[src/rtl/scan_timing_pkg.sv]
package scan_timing_pkg;

    // Region flags kept per axis: visible span and sync span.
    typedef struct packed {
        logic vis;
        logic sync;
    } zone_t;

    // Counter width able to hold values 0 .. n-1.
    function automatic int cnt_width(input int n);
        return (n > 1) ? $clog2(n) : 1;
    endfunction

endpackage

[src/rtl/tick_divider.sv]
module tick_divider #(
    parameter int DIV = 4
) (
    input  logic clk_i,
    input  logic rst_i,
    input  logic en_i,
    output logic tick_o
);
    localparam int W = (DIV > 1) ? $clog2(DIV) : 1;

    generate
        if (DIV > 1) begin : g_count
            localparam logic [W-1:0] LAST = W'(DIV - 1);

            typedef struct packed {
                logic [W-1:0] phase;
            } div_st_t;

            div_st_t st_d, st_q;

            always_comb begin
                st_d = st_q;
                if (en_i) begin
                    st_d.phase = (st_q.phase == LAST) ? '0 : st_q.phase + 1'b1;
                end
                if (rst_i) begin
                    st_d.phase = '0;
                end
            end

            always_ff @(posedge clk_i) begin
                st_q <= st_d;
            end

            assign tick_o = en_i && (st_q.phase == LAST);

            AST_PHASE_RANGE: assert property (@(posedge clk_i) disable iff (rst_i)
                st_q.phase <= LAST);
            AST_PHASE_HOLD: assert property (@(posedge clk_i) disable iff (rst_i)
                !en_i |=> $stable(st_q.phase));
        end else begin : g_pass
            assign tick_o = en_i;
        end
    endgenerate

endmodule

[src/rtl/axis_timer.sv]
module axis_timer
    import scan_timing_pkg::*;
#(
    parameter int VIS  = 200,
    parameter int FP   = 10,
    parameter int SYNC = 32,
    parameter int BP   = 22,
    localparam int TOTAL = VIS + FP + SYNC + BP,
    localparam int W     = cnt_width(TOTAL)
) (
    input  logic         clk_i,
    input  logic         rst_i,
    input  logic         step_i,
    output logic [W-1:0] cnt_o,
    output zone_t        zone_o,
    output zone_t        zone_nxt_o,
    output logic         wrap_o
);
    localparam logic [W-1:0] LAST     = W'(TOTAL - 1);
    localparam logic [W:0]   VIS_END  = (W+1)'(VIS);
    localparam logic [W:0]   SYN_BEG  = (W+1)'(VIS + FP);
    localparam logic [W:0]   SYN_END  = (W+1)'(VIS + FP + SYNC);

    typedef struct packed {
        logic [W-1:0] cnt;
        zone_t        zone;
    } axis_st_t;

    axis_st_t st_d, st_q;
    logic     wrap;
    logic [W:0] nxt_ext;

    assign wrap = step_i && (st_q.cnt == LAST);

    always_comb begin
        st_d    = st_q;
        nxt_ext = '0;
        if (step_i) begin
            st_d.cnt = wrap ? '0 : st_q.cnt + 1'b1;
            nxt_ext  = {1'b0, st_d.cnt};
            // exact-match edges on the count about to be stored
            if (nxt_ext == VIS_END) st_d.zone.vis  = 1'b0;
            if (nxt_ext == SYN_BEG) st_d.zone.sync = 1'b1;
            if (nxt_ext == SYN_END) st_d.zone.sync = 1'b0;
            if (nxt_ext == '0) begin
                st_d.zone.vis  = 1'b1;
                st_d.zone.sync = 1'b0;
            end
        end
        if (rst_i) begin
            st_d.cnt       = '0;
            st_d.zone.vis  = 1'b1;
            st_d.zone.sync = 1'b0;
        end
    end

    always_ff @(posedge clk_i) begin
        st_q <= st_d;
    end

    assign cnt_o      = st_q.cnt;
    assign zone_o     = st_q.zone;
    assign zone_nxt_o = st_d.zone;
    assign wrap_o     = wrap;

    AST_CNT_BOUND: assert property (@(posedge clk_i) disable iff (rst_i)
        st_q.cnt <= LAST);
    AST_WRAP_ZERO: assert property (@(posedge clk_i) disable iff (rst_i)
        wrap |=> (st_q.cnt == '0));
    AST_VIS_SPAN: assert property (@(posedge clk_i) disable iff (rst_i)
        st_q.zone.vis == ({1'b0, st_q.cnt} < VIS_END));
    AST_SYNC_SPAN: assert property (@(posedge clk_i) disable iff (rst_i)
        st_q.zone.sync == (({1'b0, st_q.cnt} >= SYN_BEG) &&
                           ({1'b0, st_q.cnt} <  SYN_END)));
    AST_IDLE_HOLD: assert property (@(posedge clk_i) disable iff (rst_i)
        !step_i |=> $stable(st_q));

endmodule

[src/rtl/scan_timing_gen.sv]
module scan_timing_gen
    import scan_timing_pkg::*;
#(
    parameter int CLK_DIV          = 4,
    parameter int H_VIS            = 200,
    parameter int H_FP             = 10,
    parameter int H_SYNC           = 32,
    parameter int H_BP             = 22,
    parameter int V_VIS            = 600,
    parameter int V_FP             = 1,
    parameter int V_SYNC           = 4,
    parameter int V_BP             = 23,
    parameter bit VSYNC_ACTIVE_LOW = 1'b1,
    localparam int H_TOTAL = H_VIS + H_FP + H_SYNC + H_BP,
    localparam int V_TOTAL = V_VIS + V_FP + V_SYNC + V_BP,
    localparam int HW      = cnt_width(H_TOTAL),
    localparam int VW      = cnt_width(V_TOTAL)
) (
    input  logic          clk_i,
    input  logic          rst_i,
    input  logic          en_i,
    output logic          hsync_o,
    output logic          vsync_o,
    output logic          active_o,
    output logic [HW-1:0] col_o,
    output logic [VW-1:0] line_o
);
    localparam logic [HW-1:0] H_LAST = HW'(H_TOTAL - 1);

    logic  tick;
    logic  h_wrap;
    logic  v_wrap;
    zone_t h_zone, h_nxt;
    zone_t v_zone, v_nxt;

    tick_divider #(
        .DIV    (CLK_DIV)
    ) u_div (
        .clk_i  (clk_i),
        .rst_i  (rst_i),
        .en_i   (en_i),
        .tick_o (tick)
    );

    axis_timer #(
        .VIS        (H_VIS),
        .FP         (H_FP),
        .SYNC       (H_SYNC),
        .BP         (H_BP)
    ) u_haxis (
        .clk_i      (clk_i),
        .rst_i      (rst_i),
        .step_i     (tick),
        .cnt_o      (col_o),
        .zone_o     (h_zone),
        .zone_nxt_o (h_nxt),
        .wrap_o     (h_wrap)
    );

    axis_timer #(
        .VIS        (V_VIS),
        .FP         (V_FP),
        .SYNC       (V_SYNC),
        .BP         (V_BP)
    ) u_vaxis (
        .clk_i      (clk_i),
        .rst_i      (rst_i),
        .step_i     (h_wrap),
        .cnt_o      (line_o),
        .zone_o     (v_zone),
        .zone_nxt_o (v_nxt),
        .wrap_o     (v_wrap)
    );

    // Combined visible flag kept in its own register.
    typedef struct packed {
        logic active;
    } top_st_t;

    top_st_t st_d, st_q;

    always_comb begin
        st_d = st_q;
        if (tick) begin
            st_d.active = h_nxt.vis && v_nxt.vis;
        end
        if (rst_i) begin
            st_d.active = 1'b1;
        end
    end

    always_ff @(posedge clk_i) begin
        st_q <= st_d;
    end

    assign active_o = st_q.active;
    assign hsync_o  = ~h_zone.sync;

    generate
        if (VSYNC_ACTIVE_LOW) begin : g_vs_low
            assign vsync_o = ~v_zone.sync;
        end else begin : g_vs_high
            assign vsync_o = v_zone.sync;
        end
    endgenerate

    AST_ACTIVE_BOTH: assert property (@(posedge clk_i) disable iff (rst_i)
        active_o == (h_zone.vis && v_zone.vis));
    AST_LINE_STEADY: assert property (@(posedge clk_i) disable iff (rst_i)
        !(tick && (col_o == H_LAST)) |=> $stable(line_o));
    AST_FRAME_WRAP: assert property (@(posedge clk_i) disable iff (rst_i)
        v_wrap |=> (line_o == '0) && (col_o == '0));
    AST_RESET_STATE: assert property (@(posedge clk_i)
        $past(rst_i) |-> (col_o == '0) && (line_o == '0) && hsync_o && active_o);
    AST_HOLD_OUTS: assert property (@(posedge clk_i) disable iff (rst_i)
        !en_i |=> $stable(col_o) && $stable(line_o) && $stable(active_o));

endmodule

[config.mk]
export PLATFORM = sky130hd
export DESIGN_NAME = scan_timing_gen
export DESIGN_NICKNAME = d
export VERILOG_FILES = /design/src/rtl/scan_timing_pkg.sv /design/src/rtl/tick_divider.sv /design/src/rtl/axis_timer.sv /design/src/rtl/scan_timing_gen.sv
export SDC_FILE = /design/constraint.sdc
export NUM_CORES = 1
export LEC_CHECK = 0
export ABC_AREA = 1
export BUFFER_PORTS_ARGS = -buffer_cell sky130_fd_sc_hd__clkbuf_2
export CELL_PAD_IN_SITES_DETAIL_PLACEMENT = 1
export CELL_PAD_IN_SITES_GLOBAL_PLACEMENT = 1
export CORE_MARGIN = 2
export CORE_UTILIZATION = 43
export DETAILED_ROUTE_END_ITERATION = 10
export GPL_TIMING_DRIVEN = 0
export PLACE_DENSITY = 0.82
export SKIP_LAST_GASP = 1
export SLEW_MARGIN = 15
export SYNTH_ARGS = -nofsm -noshare
export SYNTH_HDL_FRONTEND = slang
export SYNTH_HIERARCHICAL = 1
export SYNTH_SLANG_ARGS = --single-unit
[constraint.sdc]
create_clock -name clk_i -period 4 [get_ports clk_i]
set_input_delay 0.2 -clock clk_i [delete_from_list [all_inputs] [get_ports clk_i]]
set_output_delay 0.2 -clock clk_i [all_outputs]
set_load 0.03 [all_outputs]
== Yosys cells after proc, flatten, opt, wreduce, memory -nomap -nowiden ==
Cells that the tools add are included.
Storage, ports and cells
  output and inout bits: 22
  register bits after elaboration: 26
Operators by class
  equality and inequality tests: 9
  reductions and logical operators: 10
  mux-type cells: 15
  $add $sub $neg: 3
  bitwise gates (word level): 2
Operator list (number)
  10-bit == test (second input constant): 4
  9-bit by 8-bit == test with 1-bit output (second input constant): 3
  2-bit 2-to-1 mux: 7
  10-bit by 1-bit adder with 10-bit output (second input constant): 1
  10-bit zero test: 1
  10-bit 2-to-1 mux: 1
  9-bit by 1-bit adder with 9-bit output (second input constant): 1
  9-bit == test (second input constant): 1
  9-bit zero test: 1
  9-bit 2-to-1 mux: 1
  1-bit 2-to-1 mux: 6
  3-bit nonzero test: 2
  1-bit logical AND: 4
  2-bit AND reduction: 2
  2-bit by 1-bit adder with 2-bit output (second input constant): 1
  2-bit == test (second input constant): 1
  1-bit inverter: 2

== Longest topological paths before layout ==
Gate-level depths: netlist of the first run.
  depth in word-level cells: 12
  depth in mapped cells: 17
  gate-level depth less buffers: 16

== Hierarchy ==
The synthesis of the first run kept the hierarchy.
Modules (own cells, without submodules)
  axis_timer at u_vaxis: seq. area each 240.2 µm², times used 1, area an instance 858.3 µm², cells each 129
  axis_timer at u_haxis: seq. area each 220.2 µm², times used 1, area an instance 780.7 µm², cells each 128
  tick_divider: seq. area each 40.0 µm², times used 1, area an instance 107.6 µm², cells each 16
  scan_timing_gen: seq. area each 20.0 µm², times used 1, area an instance 48.8 µm², cells each 8

== Least setup slack after synthesis of the first run ==
Ideal clock, no wire load.
  path type: register to register
  from: register u_haxis.st_q (netlist bit u_haxis/cnt_o[0])
  to: register st_q (netlist: active_o)
  cell stages (with the launch flop): 17
  period minus slack after synthesis: 2.425 ns
  library setup time: 0.120 ns
  buffers on the path: 0
  data arrival time: 2.305 ns
  path slack: 1.575 ns
  cells stage by stage: dfxtp_1 -> ha_1 -> nand2_2 -> inv_1 -> nand3_1 -> nor3b_1 -> nand2_1 -> nor2_4 -> nand3_4 -> nand3_2 -> nand2_2 -> nor2_4 -> nand4_1 -> nand2_1 -> nand3_1 -> nand3_1 -> nand3_1
RTL lines
  from (decl): RTL line axis_timer.sv:29  | axis_st_t st_d, st_q;
  from (signal assigned): RTL line axis_timer.sv:58  | st_q <= st_d;
  to (signal assigned): RTL line scan_timing_gen.sv:93  | st_q <= st_d;
  to (decl): RTL line scan_timing_gen.sv:80  | top_st_t st_d, st_q;

==> results of run 1 <==
## state kept, by name (all words and copies together) (netlist names)
register	count
u_div/g_count.st_q	2
u_vaxis/zone_o	2
u_haxis/zone_o	2
u_haxis/cnt_o	9
u_vaxis/cnt_o	10
active_o	1
## stage by stage
step           utilization  power (W)
2_1_floorplan            -  0.0003002
3_3_place_gp        0.4936  0.0003112
3_5_place_dp        0.4936  0.0003128
4_1_cts             0.5114  0.0005365
5_1_grt             0.5114  0.0005546
6_report            0.5114  0.0005318
## per-layer routing
layer / wire length (µm) / vias up
li1: - / 950
met1: 2279 / 886
met2: 2437 / 28
met3: 134 / 8
met4: 88 / 0
met5: 0 / -
## layout make-up
class,instances,area [µm²]
fill,577,1954
multi-input combinational,202,1075
sequential,26,520.5
inverter,47,176.4
timing repair buffer,24,120.1
tap,50,62.56
clock buffer,3,41.29
clock inverter,1,30.03
buffer,5,20.02
## where the power goes
group	internal [W]	total, W	switching [W]
sequential	0.000264	0.000269	0.00000514
clock	0.000134	0.000225	0.0000913
combinational	0.0000114	0.0000378	0.0000264
total	0.000409	0.000532	0.000123
## worst max-delay path, delay by kind of cell (launching register included)
family                     cells  cell delay (ps)
adders and majority gates      1              180
buffers and inverters          2              280
and+or+nand+nor               14             1740
DFF                            1              370
## cells in the final DEF, fill, tap and decap left out, types with 4 or more instances in the layout
cell / instances
sky130_fd_sc_hd__dfxtp_1: 26
sky130_fd_sc_hd__clkbuf_2: 24
sky130_fd_sc_hd__nand2_1: 68
sky130_fd_sc_hd__clkinv_1: 4
sky130_fd_sc_hd__a21oi_1: 19
sky130_fd_sc_hd__nand2_2: 7
sky130_fd_sc_hd__inv_1: 37
sky130_fd_sc_hd__nand3_1: 26
sky130_fd_sc_hd__nor2_1: 25
sky130_fd_sc_hd__nor2_4: 5
sky130_fd_sc_hd__o21ai_1: 4
sky130_fd_sc_hd__clkbuf_1: 4
sky130_fd_sc_hd__nor2_2: 4
sky130_fd_sc_hd__o21ai_0: 18
sky130_fd_sc_hd__inv_2: 6
## worst min-delay path by stage
| stage | start | to | slack, ps | cells after the start |
|---|---|---|---|---|
| 2_1_floorplan | rst_i | u_haxis/cnt_o[0] | 280 | 1 |
| 5_1_grt | en_i | u_div/g_count.st_q[0] | 240 | 3 |
| 3_3_place_gp | u_vaxis/zone_o[1] | u_vaxis/zone_o[1] | 450 | 2 |
| 4_1_cts | en_i | u_div/g_count.st_q[0] | 230 | 3 |
| 6_report | en_i | u_div/g_count.st_q[0] | 230 | 3 |
| 3_5_place_dp | u_vaxis/zone_o[1] | u_vaxis/zone_o[1] | 460 | 2 |
==> flow_summary.html, run 1 <==
<table>
<tr><th>Metric</th><th>Value</th></tr>
<tr><th colspan="2">Setup path</th></tr>
<tr><td>Type of the setup path with the least slack</td><td>reg2reg</td></tr>
<tr><td>Maximum cell stage delay along the critical path</td><td>370 ps</td></tr>
<tr><td>Data arrival time of the worst path</td><td>2850 ps</td></tr>
<tr><td>Worst Setup End Kind</td><td>flop</td></tr>
<tr><td>Worst Setup EP</td><td>active_o</td></tr>
<tr><td>Startpoint of the worst register-to-register path</td><td>u_div/g_count.st_q[0]</td></tr>
<tr><td>Cell with the largest stage delay on the worst path</td><td>sky130_fd_sc_hd__dfxtp_1</td></tr>
<tr><td>Cell chain of the critical path</td><td>ha_1 &gt; nand2_1 &gt; inv_1 &gt; buf_2 &gt; nand3_1 &gt; nor3b_1 &gt; nand2_1 &gt; nor2_4 &gt; nand3_4 &gt; nand3_2 &gt; nand2_2 &gt; nor2_4 &gt; nand4_1 &gt; nand2_1 &gt; nand3_1 &gt; nand3_1 &gt; nand3_1</td></tr>
<tr><td>R2R Path End</td><td>active_o</td></tr>
<tr><td>Required time of the worst setup path</td><td>4170 ps</td></tr>
<tr><td>Maximum fanout along the worst path</td><td>8</td></tr>
<tr><td>Reg-to-reg slack, setup</td><td>1320 ps</td></tr>
<tr><td>Most Frequent Cell on Critical Path</td><td>sky130_fd_sc_hd__nand3_1</td></tr>
<tr><td>Worst setup path start</td><td>u_div/g_count.st_q[0]</td></tr>
<tr><td>Worst setup SP type</td><td>flop</td></tr>
<tr><td>Logic depth of the worst register-to-register path</td><td>17</td></tr>
<tr><th colspan="2">CTS</th></tr>
<tr><td>Number of H-tree branching levels</td><td>1</td></tr>
<tr><td>Quantity of gates resized following cts</td><td>0</td></tr>
<tr><td>Clock tree from TritonCTS</td><td>done</td></tr>
<tr><td>Clk_lat worst skew</td><td>between 200 and 300 ps</td></tr>
<tr><td>Post-CTS setup buffer count</td><td>0</td></tr>
<tr><td>CTS max path bufs</td><td>2</td></tr>
<tr><td>Hold_buf cts</td><td>0</td></tr>
<tr><td>TritonCTS buffer count</td><td>3</td></tr>
<tr><td>Clock-pin transition on the worst setup and hold timing paths</td><td>about 100 ps</td></tr>
<tr><td>Clock sinks</td><td>26</td></tr>
<tr><td>Clock Root Buffer</td><td>sky130_fd_sc_hd__clkbuf_8</td></tr>
<tr><th colspan="2">Detailed routing</th></tr>
<tr><td>Routed via count</td><td>1872</td></tr>
<tr><td># DRC</td><td>0</td></tr>
<tr><td>Number of DRC violations after detailed-routing iteration 0</td><td>76</td></tr>
<tr><td>Drt pass-1 iters</td><td>4</td></tr>
<tr><td>Detail-routed via count per cell</td><td>~5.2</td></tr>
<tr><td>Detailed-route wire length per cell</td><td>13.80 µm</td></tr>
<tr><td>Post-DRT Antenna Nets</td><td>0</td></tr>
<tr><td>Total length of routed wires</td><td>4939 µm</td></tr>
<tr><th colspan="2">Run</th></tr>
<tr><td>Maximum Capacitance Violations</td><td>0</td></tr>
<tr><th colspan="2">GRT</th></tr>
<tr><td>Global-route usage over all layers</td><td>0.2335</td></tr>
<tr><td>Number of antenna violations at the first check in global routing</td><td>0</td></tr>
<tr><td>Met2 global-route usage</td><td>0.4231</td></tr>
<tr><td>Met1 Resource Use GR</td><td>0.2807</td></tr>
<tr><td>Met3 Use GR</td><td>0.03571</td></tr>
<tr><td>Maximum number of pins on one net before global-route repair</td><td>16</td></tr>
<tr><td>Global-route wire length before repair</td><td>8286 µm</td></tr>
<tr><td>Global route hottest layer</td><td>met2</td></tr>
<tr><td>Via count of the first global-routing pass</td><td>1819</td></tr>
<tr><td>Total gr overflow</td><td>0</td></tr>
<tr><th colspan="2">STA</th></tr>
<tr><td>Worst slew margin relative to its limit</td><td>0.6710</td></tr>
<tr><td>Maximum frequency from static timing analysis</td><td>373.3 MHz</td></tr>
<tr><td>Final sum of negative setup slack</td><td>0 ps</td></tr>
<tr><td>Max-slew violation count</td><td>0</td></tr>
<tr><td>Smallest setup slack after layout</td><td>1321 ps</td></tr>
<tr><td>Final Hold Violating Endpoints</td><td>0</td></tr>
<tr><td>Worst Skew</td><td>3.124 ps</td></tr>
<tr><td>RSZ-0062 raised after global routing</td><td>false</td></tr>
<tr><td>Smallest hold slack</td><td>226.8 ps</td></tr>
<tr><td>Post-route minimum period</td><td>2679 ps</td></tr>
<tr><td>Final worst path period share</td><td>0.6696</td></tr>
<tr><td>Number of setup violations in the final report</td><td>0</td></tr>
<tr><td>Actual slew at the worst max-slew pin</td><td>493.4 ps</td></tr>
<tr><th colspan="2">Die</th></tr>
<tr><td>Initial core utilization</td><td>0.4479</td></tr>
<tr><td>Number of top-level pins</td><td>25</td></tr>
<tr><td>Number of rows created at floorplan</td><td>23</td></tr>
<tr><td>Floorplan die area</td><td>4699 µm²</td></tr>
<tr><td>CORE AREA</td><td>around 4000 µm²</td></tr>
<tr><td>Die span in y</td><td>68.55 µm</td></tr>
<tr><td>Die Wd</td><td>68.55 µm</td></tr>
<tr><th colspan="2">Place</th></tr>
<tr><td>Worst slack at placement</td><td>1321 ps</td></tr>
<tr><td>Number of cells in the design after placement</td><td>around 350</td></tr>
<tr><td>Total cell area at the placement stage</td><td>1974 µm²</td></tr>
<tr><td>Final weighted congestion of routability-driven global placement</td><td>0.7801</td></tr>
<tr><td>Half-perimeter wire length after detailed placement</td><td>roughly 3800 µm</td></tr>
<tr><td>Count of port buffers added during placement</td><td>24</td></tr>
<tr><th colspan="2">Power and ir drop</th></tr>
<tr><td>Peak supply drop</td><td>~0.15 mV</td></tr>
<tr><td>Leakage</td><td>0.8911 nW</td></tr>
<tr><td>Power per unit of standard cell area</td><td>~260 nW/µm²</td></tr>
<tr><th colspan="2">Cells and area</th></tr>
<tr><td>Fin area</td><td>2046 µm²</td></tr>
<tr><td>Final Non-Filler Cells</td><td>~360</td></tr>
<tr><td>Area growth from synthesis to layout</td><td>14.18%</td></tr>
<tr><td>Layout net count</td><td>315</td></tr>
<tr><td>Ant. Diodes</td><td>0</td></tr>
<tr><td>Fraction of layout cells with a size suffix above 1</td><td>0.2013</td></tr>
<tr><th colspan="2">Synth</th></tr>
<tr><td>Syn avg cell area</td><td>between 6 and 7 µm²</td></tr>
<tr><td>Synth Instances</td><td>280</td></tr>
<tr><td>Total nets after synthesis</td><td>between 200 and 300</td></tr>
<tr><td>Yosys warning count</td><td>6</td></tr>
<tr><td>Post-Synthesis Cell Area</td><td>1792 µm²</td></tr>
<tr><th colspan="2">Run status</th></tr>
<tr><td>Result of the run</td><td>finished, final reports clean</td></tr>
<tr><th colspan="2">Min path</th></tr>
<tr><td>Worst hold-check path type</td><td>in2reg</td></tr>
</table>
(Power assumes the default switching activity.)
==> inputs of run 2 (changes only) <==
Settings changed: CORE_UTILIZATION 43 to 40, PLACE_DENSITY 0.82 to 0.77.
Clock period 4 ns to 2.65 ns, I/O delays scaled along.
==> flow_summary.html, run 2 (same netlist as run 1, synthesis figures left out) <==
<table>
<tr><th>Metric</th><th>Value</th></tr>
<tr><th colspan="2">GRT</th></tr>
<tr><td>Total gr overflow</td><td>0</td></tr>
<tr><td>Maximum number of pins on one net before global-route repair</td><td>16</td></tr>
<tr><td>Global-route wire length before repair</td><td>slightly above 8000 µm</td></tr>
<tr><td>Via count of the first global-routing pass</td><td>between 1.5k and 2k</td></tr>
<tr><td>Global-route usage over all layers</td><td>0.2054</td></tr>
<tr><td>Number of antenna violations at the first check in global routing</td><td>0</td></tr>
<tr><th colspan="2">Cells and area</th></tr>
<tr><td>Layout net count</td><td>about 320</td></tr>
<tr><td>Area taken by multi-input logic gates</td><td>between 1000 and 1500 µm²</td></tr>
<tr><td>Commonest non-fill, non-tap cell in the layout</td><td>sky130_fd_sc_hd__nand2_1</td></tr>
<tr><td>Area taken by flip-flops and latches</td><td>~520 µm²</td></tr>
<tr><td>Count of fill cells added during filler insertion</td><td>627</td></tr>
<tr><td>Flip-flop count of the largest register after layout</td><td>10</td></tr>
<tr><td>Fraction of layout cells with a size suffix above 1</td><td>0.2233</td></tr>
<tr><td>Final Util</td><td>0.4789</td></tr>
<tr><td>Ant. Diodes</td><td>0</td></tr>
<tr><td>Leading cell types in the layout, fill and taps excluded</td><td>68 x sky130_fd_sc_hd__nand2_1, 37 x sky130_fd_sc_hd__inv_1, 26 x sky130_fd_sc_hd__nand3_1</td></tr>
<tr><td>Area growth from synthesis to layout</td><td>15.57%</td></tr>
<tr><th colspan="2">CTS</th></tr>
<tr><td>Clk_lat worst skew</td><td>~280 ps</td></tr>
<tr><td>Clock sinks</td><td>26</td></tr>
<tr><td>CTS max path bufs</td><td>2</td></tr>
<tr><td>TritonCTS buffer count</td><td>3</td></tr>
<tr><td>Number of H-tree branching levels</td><td>1</td></tr>
<tr><td>Clock-pin transition on the worst setup and hold timing paths</td><td>90 ps</td></tr>
<tr><td>Clock Root Buffer</td><td>sky130_fd_sc_hd__clkbuf_8</td></tr>
<tr><td>Clock tree from TritonCTS</td><td>done</td></tr>
<tr><th colspan="2">STA</th></tr>
<tr><td>Max-slew violation count</td><td>0</td></tr>
<tr><td>Worst Skew</td><td>2.951 ps</td></tr>
<tr><td>Maximum frequency from static timing analysis</td><td>404.2 MHz</td></tr>
<tr><td>Final worst path period share</td><td>0.9336</td></tr>
<tr><td>Number of setup violations in the final report</td><td>0</td></tr>
<tr><td>Worst slew margin relative to its limit</td><td>0.7067</td></tr>
<tr><td>Actual slew at the worst max-slew pin</td><td>438.4 ps</td></tr>
<tr><td>RSZ-0062 raised after global routing</td><td>true</td></tr>
<tr><td>Final sum of negative setup slack</td><td>0 ps</td></tr>
<tr><td>Final Hold Violating Endpoints</td><td>0</td></tr>
<tr><td>Post-route minimum period</td><td>2474 ps</td></tr>
<tr><th colspan="2">Run status</th></tr>
<tr><td>Result of the run</td><td>finished, final reports clean</td></tr>
<tr><th colspan="2">Die</th></tr>
<tr><td>Number of top-level pins</td><td>25</td></tr>
<tr><td>Initial core utilization</td><td>0.4144</td></tr>
<tr><td>Die span in y</td><td>70.93 µm</td></tr>
<tr><td>Die Wd</td><td>70.93 µm</td></tr>
<tr><td>Floorplan die area</td><td>5030 µm²</td></tr>
<tr><td>Number of rows created at floorplan</td><td>24</td></tr>
<tr><td>CORE AREA</td><td>between 4000 and 5000 µm²</td></tr>
<tr><th colspan="2">Power and ir drop</th></tr>
<tr><td>Peak supply drop</td><td>0.1613 mV</td></tr>
<tr><td>Leakage</td><td>0.8976 nW</td></tr>
<tr><td>Power per unit of standard cell area</td><td>388.1 nW/µm²</td></tr>
<tr><th colspan="2">Setup path</th></tr>
<tr><td>Reg-to-reg slack, setup</td><td>180 ps</td></tr>
<tr><td>Most Frequent Cell on Critical Path</td><td>sky130_fd_sc_hd__nand3_1</td></tr>
<tr><td>R2R Path End</td><td>active_o</td></tr>
<tr><td>Logic depth of the worst register-to-register path</td><td>17</td></tr>
<tr><td>Worst Setup End Kind</td><td>flop</td></tr>
<tr><td>Cell chain of the critical path</td><td>ha_1 &gt; nand2_1 &gt; inv_1 &gt; clkbuf_4 &gt; nand3_1 &gt; nor3b_2 &gt; nand2_1 &gt; nor2_4 &gt; nand3_4 &gt; nand3_2 &gt; nand2_2 &gt; nor2_4 &gt; nand4_1 &gt; nand2_1 &gt; nand3_1 &gt; nand3_1 &gt; nand3_1</td></tr>
<tr><td>Maximum cell stage delay along the critical path</td><td>360 ps</td></tr>
<tr><td>Data arrival time of the worst path</td><td>2650 ps</td></tr>
<tr><td>Cell with the largest stage delay on the worst path</td><td>sky130_fd_sc_hd__dfxtp_2</td></tr>
<tr><td>Required time of the worst setup path</td><td>2830 ps</td></tr>
<tr><td>Startpoint of the worst register-to-register path</td><td>u_div/g_count.st_q[0]</td></tr>
<tr><td>Maximum fanout along the worst path</td><td>8</td></tr>
<tr><td>Type of the setup path with the least slack</td><td>reg2reg</td></tr>
<tr><td>Worst setup SP type</td><td>flop</td></tr>
<tr><th colspan="2">Detailed routing</th></tr>
<tr><td>Detail-routed via count per cell</td><td>5.230</td></tr>
<tr><td>Drt pass-1 iters</td><td>4</td></tr>
<tr><td>Post-DRT Antenna Nets</td><td>0</td></tr>
<tr><td># DRC</td><td>0</td></tr>
<tr><td>Number of DRC violations after detailed-routing iteration 0</td><td>between 60 and 70</td></tr>
<tr><td>Detailed-route wire length per cell</td><td>13.81 µm</td></tr>
<tr><td>Routed via count</td><td>about 1.9k</td></tr>
<tr><td>Total length of routed wires</td><td>4986 µm</td></tr>
<tr><th colspan="2">Place</th></tr>
<tr><td>Half-perimeter wire length after detailed placement</td><td>3899 µm</td></tr>
<tr><td>Final weighted congestion of routability-driven global placement</td><td>0.7997</td></tr>
<tr><td>Count of port buffers added during placement</td><td>24</td></tr>
<tr><th colspan="2">Min path</th></tr>
<tr><td>Hold path cells</td><td>3</td></tr>
<tr><td>Worst Hold Endpoint</td><td>u_div/g_count.st_q[0]</td></tr>
<tr><td>Worst hold-check path type</td><td>in2reg</td></tr>
<tr><td>Hold path startpoint</td><td>en_i</td></tr>
<tr><th colspan="2">Run</th></tr>
<tr><td>Maximum Capacitance Violations</td><td>0</td></tr>
</table>
run 2: cell count changes in the layout (fill, tap and decap cells not counted):
cell / change
sky130_fd_sc_hd__clkbuf_4: +1
sky130_fd_sc_hd__dfxtp_1: -3
sky130_fd_sc_hd__ha_1: -1
sky130_fd_sc_hd__ha_2: +1
sky130_fd_sc_hd__clkbuf_2: +1
sky130_fd_sc_hd__dfxtp_2: +3
sky130_fd_sc_hd__nor3b_1: -1
sky130_fd_sc_hd__nor3b_2: +1
sky130_fd_sc_hd__clkbuf_1: -1
sky130_fd_sc_hd__buf_4: +1
sky130_fd_sc_hd__buf_2: -1
run 2: worst max-delay path by stage:
stage | cells after the start | from | end
CTS | 17 | u_div/g_count.st_q[0] | active_o
detailed placement | 17 | u_div/g_count.st_q[0] | active_o
finish | 17 | u_div/g_count.st_q[0] | active_o
global placement | 17 | u_div/g_count.st_q[0] | active_o
floorplan | 16 | u_haxis/cnt_o[0] | active_o
global route | 17 | u_div/g_count.st_q[0] | active_o
run 2: per-layer routing:
metal | routed length, µm | track usage | vias up
met5 | 0 | 0 | -
met4 | 74 | 0.05870 | 0
met2 | 2599 | 0.3853 | 19
li1 | - | - | 956
met3 | 82 | 0.02564 | 7
met1 | 2231 | 0.2434 | 906
run 2: where the power goes:
| part | switching (W) | leakage [nW] | internal, W | total [W] |
|---|---|---|---|---|
| clock | 0.000137 | 0.0357 | 0.000203 | 0.000340 |
| sequential | 0.00000829 | 0.212 | 0.000398 | 0.000406 |
| combinational | 0.0000398 | 0.650 | 0.0000175 | 0.0000573 |
| total | 0.000185 | 0.898 | 0.000618 | 0.000804 |
run 2: critical path: cells and delay by family (launching register included):
kind	cells	cell delay, ps
and+or+nand+nor	14	1550
buffers and inverters	2	280
DFF	1	360
adders and majority gates	1	170
run 2: final cells by class:
class                           count  share of cell area
Timing Repair Buffer               25             0.06163
Tap cell                           52             0.03142
Sequential cell                    26              0.2532
Multi-Input combinational cell    202              0.5227
Inverter                           47             0.08520
Clock inverter                      1             0.01450
Clock buffer                        3             0.01994
Buffer                              5             0.01148
run 2: through the flow:
step,hold WS [ps],power (W),instance area [µm²],setup WS (ps),std cells
2_1_floorplan,211.0,0.0004531,1792,225.1,280
3_3_place_gp,429.8,0.0004700,1977,0.2980,356
3_5_place_dp,450.9,0.0004722,1977,-52.41,356
4_1_cts,147.8,0.0008152,2053,84.18,360
5_1_grt,156.6,0.0008408,2071,-20.33,361
6_report,141.3,0.0008036,2071,176.0,361
run 2: timing repair:
action                                 4_1_cts  5_1_grt
setup endpoints to repair                    1        2
endpoints found under the hold margin        0        0
pin swaps                                    0        1
buffers inserted                             0        1
resized for setup                            1        7
hold buffers                                 0        0
